`config.mk`:
```
export PLATFORM = sky130hd
export DESIGN_NAME = tw_group_seq
export DESIGN_NICKNAME = d
export VERILOG_FILES = /design/src/rtl/tgs_pkg.sv /design/src/rtl/tgs_walker.sv /design/src/rtl/tgs_desc.sv /design/src/rtl/tgs_ctrl.sv /design/src/rtl/tw_group_seq.sv
export SDC_FILE = /design/constraint.sdc
export NUM_CORES = 1
export LEC_CHECK = 0
export BUFFER_PORTS_ARGS = -buffer_cell sky130_fd_sc_hd__buf_4
export CAP_MARGIN = 20
export CORE_UTILIZATION = 30
export CTS_CLUSTER_DIAMETER = 40
export DETAILED_ROUTE_END_ITERATION = 10
export PLACE_DENSITY = 0.54
export SYNTH_ARGS = -nofsm -noshare
export SYNTH_HDL_FRONTEND = slang
export SYNTH_SLANG_ARGS = --single-unit
```
`constraint.sdc`:
```
create_clock -name clk -period 8.3 [get_ports clk]
set_input_delay 0.415 -clock clk [delete_from_list [all_inputs] [get_ports clk]]
set_output_delay 0.415 -clock clk [all_outputs]
set_load 0.005 [all_outputs]
```
`src/rtl/tgs_pkg.sv`:
```
package tgs_pkg;
  // butterfly distance in a 1-based stage
  function automatic int span_of(int n, int stage);
    return n >> stage;
  endfunction

  // butterflies per group that a step issues in any of its stages
  function automatic int per_group(int n, int l, int step);
    return (step == l) ? 1 : (n >> (step + 1));
  endfunction

  // offset inside a group for the m-th butterfly of a step/stage
  function automatic int offset_of(int l, int step, int stage, int m);
    return (step == l) ? 0 : ((2 * m + 1) << (step - stage));
  endfunction

  function automatic int upper_of(int n, int stage, int grp, int k);
    return 2 * grp * (n >> stage) + k;
  endfunction

  function automatic int exp_of(int stage, int k);
    return k << (stage - 1);
  endfunction
endpackage

```
`src/rtl/tgs_walker.sv`:
```
module tgs_walker #(
  parameter int N  = 32,
  parameter int L  = $clog2(N),
  parameter int SW = $clog2(L + 1),
  parameter int CW = L
) (
  input  logic          clk,
  input  logic          rst_n,
  input  logic          init_i,
  input  logic          adv_i,
  output logic [SW-1:0] step_o,
  output logic [SW-1:0] stage_o,
  output logic [CW-1:0] grp_o,
  output logic [CW-1:0] mi_o,
  output logic          last_o
);
  import tgs_pkg::*;

  logic [SW-1:0] step_q, stage_q;
  logic [CW-1:0] grp_q, mi_q;
  int   glim, mlim;
  logic m_end, g_end, s_end;

  always_comb begin
    glim   = 1 << (int'(stage_q) - 1);
    mlim   = per_group(N, L, int'(step_q));
    m_end  = (int'(mi_q) == mlim - 1);
    g_end  = (int'(grp_q) == glim - 1);
    s_end  = (stage_q == step_q);
    last_o = m_end && g_end && s_end && (step_q == SW'(L));
  end

  always_ff @(posedge clk) begin
    if (!rst_n || init_i) begin
      step_q  <= SW'(1);
      stage_q <= SW'(1);
      grp_q   <= '0;
      mi_q    <= '0;
    end else if (adv_i) begin
      if (!m_end) begin
        mi_q <= mi_q + CW'(1);
      end else begin
        mi_q <= '0;
        if (!g_end) begin
          grp_q <= grp_q + CW'(1);
        end else begin
          grp_q <= '0;
          if (!s_end) begin
            stage_q <= stage_q + SW'(1);
          end else begin
            stage_q <= SW'(1);
            step_q  <= step_q + SW'(1);
          end
        end
      end
    end
  end

  assign step_o  = step_q;
  assign stage_o = stage_q;
  assign grp_o   = grp_q;
  assign mi_o    = mi_q;
endmodule

```
`src/rtl/tgs_desc.sv`:
```
module tgs_desc #(
  parameter int N  = 32,
  parameter int L  = $clog2(N),
  parameter int SW = $clog2(L + 1),
  parameter int CW = L,
  parameter int AW = L,
  parameter int EW = L - 1
) (
  input  logic [SW-1:0] step_i,
  input  logic [SW-1:0] stage_i,
  input  logic [CW-1:0] grp_i,
  input  logic [CW-1:0] mi_i,
  output logic [AW-1:0] upper_o,
  output logic [AW-1:0] lower_o,
  output logic [EW-1:0] twexp_o,
  output logic          twload_o
);
  import tgs_pkg::*;

  int k, u;

  always_comb begin
    k        = offset_of(L, int'(step_i), int'(stage_i), int'(mi_i));
    u        = upper_of(N, int'(stage_i), int'(grp_i), k);
    upper_o  = AW'(u);
    lower_o  = AW'(u + span_of(N, int'(stage_i)));
    twexp_o  = EW'(exp_of(int'(stage_i), k));
    // every exponent of a step first appears in stage 1
    twload_o = (stage_i == SW'(1));
  end
endmodule

```
`src/rtl/tgs_ctrl.sv`:
```
module tgs_ctrl (
  input  logic clk,
  input  logic rst_n,
  input  logic start_i,
  input  logic ready_i,
  input  logic last_i,
  output logic init_o,
  output logic fire_o,
  output logic valid_o,
  output logic done_o
);
  logic busy_q, done_q;

  assign init_o  = start_i && !busy_q;
  assign fire_o  = busy_q && ready_i;
  assign valid_o = busy_q;
  assign done_o  = done_q;

  always_ff @(posedge clk) begin
    if (!rst_n) begin
      busy_q <= 1'b0;
      done_q <= 1'b0;
    end else begin
      done_q <= fire_o && last_i;
      if (init_o)
        busy_q <= 1'b1;
      else if (fire_o && last_i)
        busy_q <= 1'b0;
    end
  end
endmodule

```
`src/rtl/tw_group_seq.sv`:
```
module tw_group_seq #(
  parameter int N = 32,
  localparam int L  = $clog2(N),
  localparam int SW = $clog2(L + 1),
  localparam int AW = L,
  localparam int EW = L - 1,
  localparam int CW = L
) (
  input  logic          clk,
  input  logic          rst_n,
  input  logic          start_i,
  input  logic          ready_i,
  output logic          valid_o,
  output logic [SW-1:0] stage_o,
  output logic [AW-1:0] upper_o,
  output logic [AW-1:0] lower_o,
  output logic [EW-1:0] twexp_o,
  output logic          twload_o,
  output logic          done_o
);
  // internal events brought out for the checker
  logic          init_w, fire_w, last_w;
  logic [SW-1:0] step_w;
  logic [CW-1:0] grp_w, mi_w;

  tgs_ctrl ctrl_i (
    .clk(clk), .rst_n(rst_n), .start_i(start_i), .ready_i(ready_i),
    .last_i(last_w), .init_o(init_w), .fire_o(fire_w),
    .valid_o(valid_o), .done_o(done_o)
  );

  tgs_walker #(.N(N), .L(L), .SW(SW), .CW(CW)) walk_i (
    .clk(clk), .rst_n(rst_n), .init_i(init_w), .adv_i(fire_w),
    .step_o(step_w), .stage_o(stage_o), .grp_o(grp_w), .mi_o(mi_w),
    .last_o(last_w)
  );

  tgs_desc #(.N(N), .L(L), .SW(SW), .CW(CW), .AW(AW), .EW(EW)) desc_i (
    .step_i(step_w), .stage_i(stage_o), .grp_i(grp_w), .mi_i(mi_w),
    .upper_o(upper_o), .lower_o(lower_o), .twexp_o(twexp_o),
    .twload_o(twload_o)
  );
endmodule

```
==> flow_summary.toml <==
[synthesis]
ys.flop_type = "dfxtp_1"
synth_seq_cells = 18
ys_types = 62
async_flop_share = 0
synth_cells = 307
synth_area_um2 = 2461
synth_top_family_by_area = "simple AND/OR/NAND/NOR gates"
avgSynthCellArea_um2 = 8.017
synth_simple_gate_area_frac = 0.2664
synth-xor-area-share = 0.08490
synth_fp_nets = 350
yosys_warnings = 0
synthAdderAreaFrac = 0.2074
synth_edf_count = 0
ys_seq_area_frac = 0.1464
synth_compound_area_frac = 0.1947
yosys-mux-area-fraction = 0.03864

[worst_setup_path]
crit_type = "reg -> out"
crit_path_end = "lower_o[4]"
critPathMaxFanout = 17
cp.arrival_ps = 4470
slowest_delay_ps = 710
reg2regPathDepth = 12
path_cells = "inv_1 > ha_1 > o21ai_0 > a211oi_1 > and3_1 > ha_1 > inv_1 > fa_1 > inv_1 > ha_1 > a21o_1 > a21oi_1 > xor2_1 > xnor2_1 > buf_4"
regToRegEndpoint = "walk_i.step_o[2]"
cp.depth = 15
setup.worst_path.start_class = "register"
crit_buf_inv = 4
end_kind = "output port"
worstPathRequired_ps = 7890
startpoint = "walk_i.stage_o[2]"
crit_path_top_delay_cell = "dfxtp_1"
r2r_slack_ps = 4250
crit_family = "adder cells"
r2r-start = "walk_i.stage_o[2]"

[power]
seq_power_share = 0.552
peakVddDrop_uv = 35.55
intPower_mw = 0.1238
p_switching_mw = 0.03570
power_density_nw_per_um2 = 58.42
p_leak_nw = 1.293
swShare = 0.2238
power_frac_clock = 0.379
total_power_mw = 0.1595
p_comb_frac = 0.069

[drt]
drtIter0Drc = 110
first_pass_iters = 4
antenna_left = 0
routed_via_density = 5.302
drc = 0
num_vias = 2248
wirelength_mm = 6.119
wl_per_cell_um = 14.43

[cells_and_area]
final_cells = 424
final_net_count = 367
fillers = 856
layout-drive-gt1-share = 0.1242
syn_to_final_growth_pct = 10.93
antennaDiodeCount = 0

[place]
dp_hpwl_mm = 4.809
placed_cells = 421
io_buffers = 23
place.gp.congestion = 0.8418
pre_cts_ws_ps = 3689

[grt]
grt_pass1_wl_mm = 10.11
grt_pass1_vias = 2047
grt.total_usage = 0.1461
grt_overflow_total = 0
antenna_found_initial = 0
grt_max_degree = 22

[timing]
setup_viol = 0
setup_tns_ps = 0
hold_ws_ps = 432.9
relSlewSlack = 0.4938
period_minus_slack_ps = 4885
fin_ws_ps = 3415
rsz0062_at_grt = "false"
fmax_ghz = 0.2047
maxSlewViolCount = 0
tightest_slew_ps = 751.4
skew_ps = 5.396
finalCritPeriodShare = 0.5886
hold_viol_final = 0

[floorplan]
rows = 32
dieHeight_um = 92.58
die_w_um = 92.58
die-area_um2 = 8570
core_um2 = 7848
ioPinCount = 24
start_util = 0.3136

[cts]
hold_buffers = 0
cts_sinks = 18
clk_pin_slew_ps = 70
cts_buffers = 3
post_cts_resized = 0
clkLatencyLatePin_ps = 250
htree_levels = 1
cts_tree = "built"
clk_path_buf_depth = 2
cts_root_buffer = "clkbuf_8"
cts_setup_buffers = 0

[job]
max-cap-violations = 0

[hold_path]
hold_class = "in -> reg"

[outcome]
status = "finished clean"
## worst reg2reg max path, stage by stage, from the launching register on
cell	delay, ps
dfxtp_1	710
inv_1	250
ha_1	350
nor2b_1	220
nor2_1	320
nand3_1	190
ha_1	330
xnor2_1	180
nor4_1	260
a211oi_1	150
or2_1	390
nor4_4	420
mux2i_1	220
## cell usage after synthesis, drive strengths merged, types with 5 or more instances
master,n,share of area
nor3,9,0.023
nand2,26,0.040
o21ai,13,0.026
nand2b,5,0.013
dfxtp,18,0.15
clkbuf,5,0.012
mux2i,8,0.033
o22ai,5,0.015
and3,10,0.025
ha,36,0.18
inv,17,0.026
or3,6,0.017
nor2,18,0.027
a21o,5,0.018
a21oi,19,0.039
xnor2,14,0.050
buf,6,0.016
and2,5,0.013
xor2,9,0.035
nor4,7,0.024
nand3,12,0.024
## placed cells by master (no fill, tap or decap), drive strengths merged, types with 7 or more instances in the layout
| cell type | instances |
|---|---|
| nor4 | 7 |
| nor2 | 18 |
| mux2i | 8 |
| nand3 | 12 |
| buf | 25 |
| a21oi | 19 |
| and3 | 10 |
| dfxtp | 18 |
| inv | 17 |
| ha | 36 |
| nand2 | 26 |
| o21ai | 13 |
| xor2 | 9 |
| nor3 | 9 |
| xnor2 | 14 |
## power groups by stage
stage               Clock (mW)  Combinational [mW]  Sequential, mW
global placement             0              0.0109          0.0900
detailed placement           0              0.0112          0.0900
global route            0.0680              0.0124          0.0882
finish                  0.0604              0.0111          0.0880
floorplan                    0             0.00675          0.0897
CTS                     0.0635              0.0112          0.0881
## per-layer routing
metal	track usage	vias to the layer above	routed length [um]
met4	0.03906	0	89
met1	0.1941	1059	2943
met2	0.2469	35	2903
li1	-	1148	-
met5	0	-	0
met3	0.01888	6	182
## area by class of cell
class                      instances  area [um^2]  area share
clock buffer                       3        41.29     0.01512
timing repair buffer              25        187.7     0.06874
multi-input combinational        259         1949      0.7140
sequential                        18        360.3      0.1320
tap                              102        127.6     0.04675
inverter                          17        63.81     0.02337
## cell families after synthesis
kind of cell    after synthesis
simple gates                118
mux                           9
fa+ha+maj                    39
flops                        18
buf+inv                      30
compound gates               70
xor+xnor                     23
## registers in the layout, summed over array words and instances, names as in the netlist
register        count
walk_i.grp_o        5
ctrl_i.done_o       1
walk_i.mi_o         5
walk_i.stage_o      3
walk_i.step_o       3
ctrl_i.valid_o      1
## through the flow
stage | util | cell area (um^2)
finish | 0.3479 | 2730
global route | 0.3479 | 2730
CTS | 0.3479 | 2730
detailed placement | 0.3426 | 2689
global placement | 0.3426 | 2689
floorplan | - | 2461
## worst min path at each step
stage	start	end	slack, ps	cells after the start
after floorplan	walk_i.grp_o[4]	walk_i.grp_o[4]	470	2
after global placement	walk_i.grp_o[4]	walk_i.grp_o[4]	480	2
after detailed placement	walk_i.grp_o[4]	walk_i.grp_o[4]	500	2
after CTS	rst_n	ctrl_i.valid_o	420	3
after global routing	rst_n	ctrl_i.valid_o	440	3
final	rst_n	ctrl_i.valid_o	430	3
No activity file was read; power rests on OpenSTA's default activity.
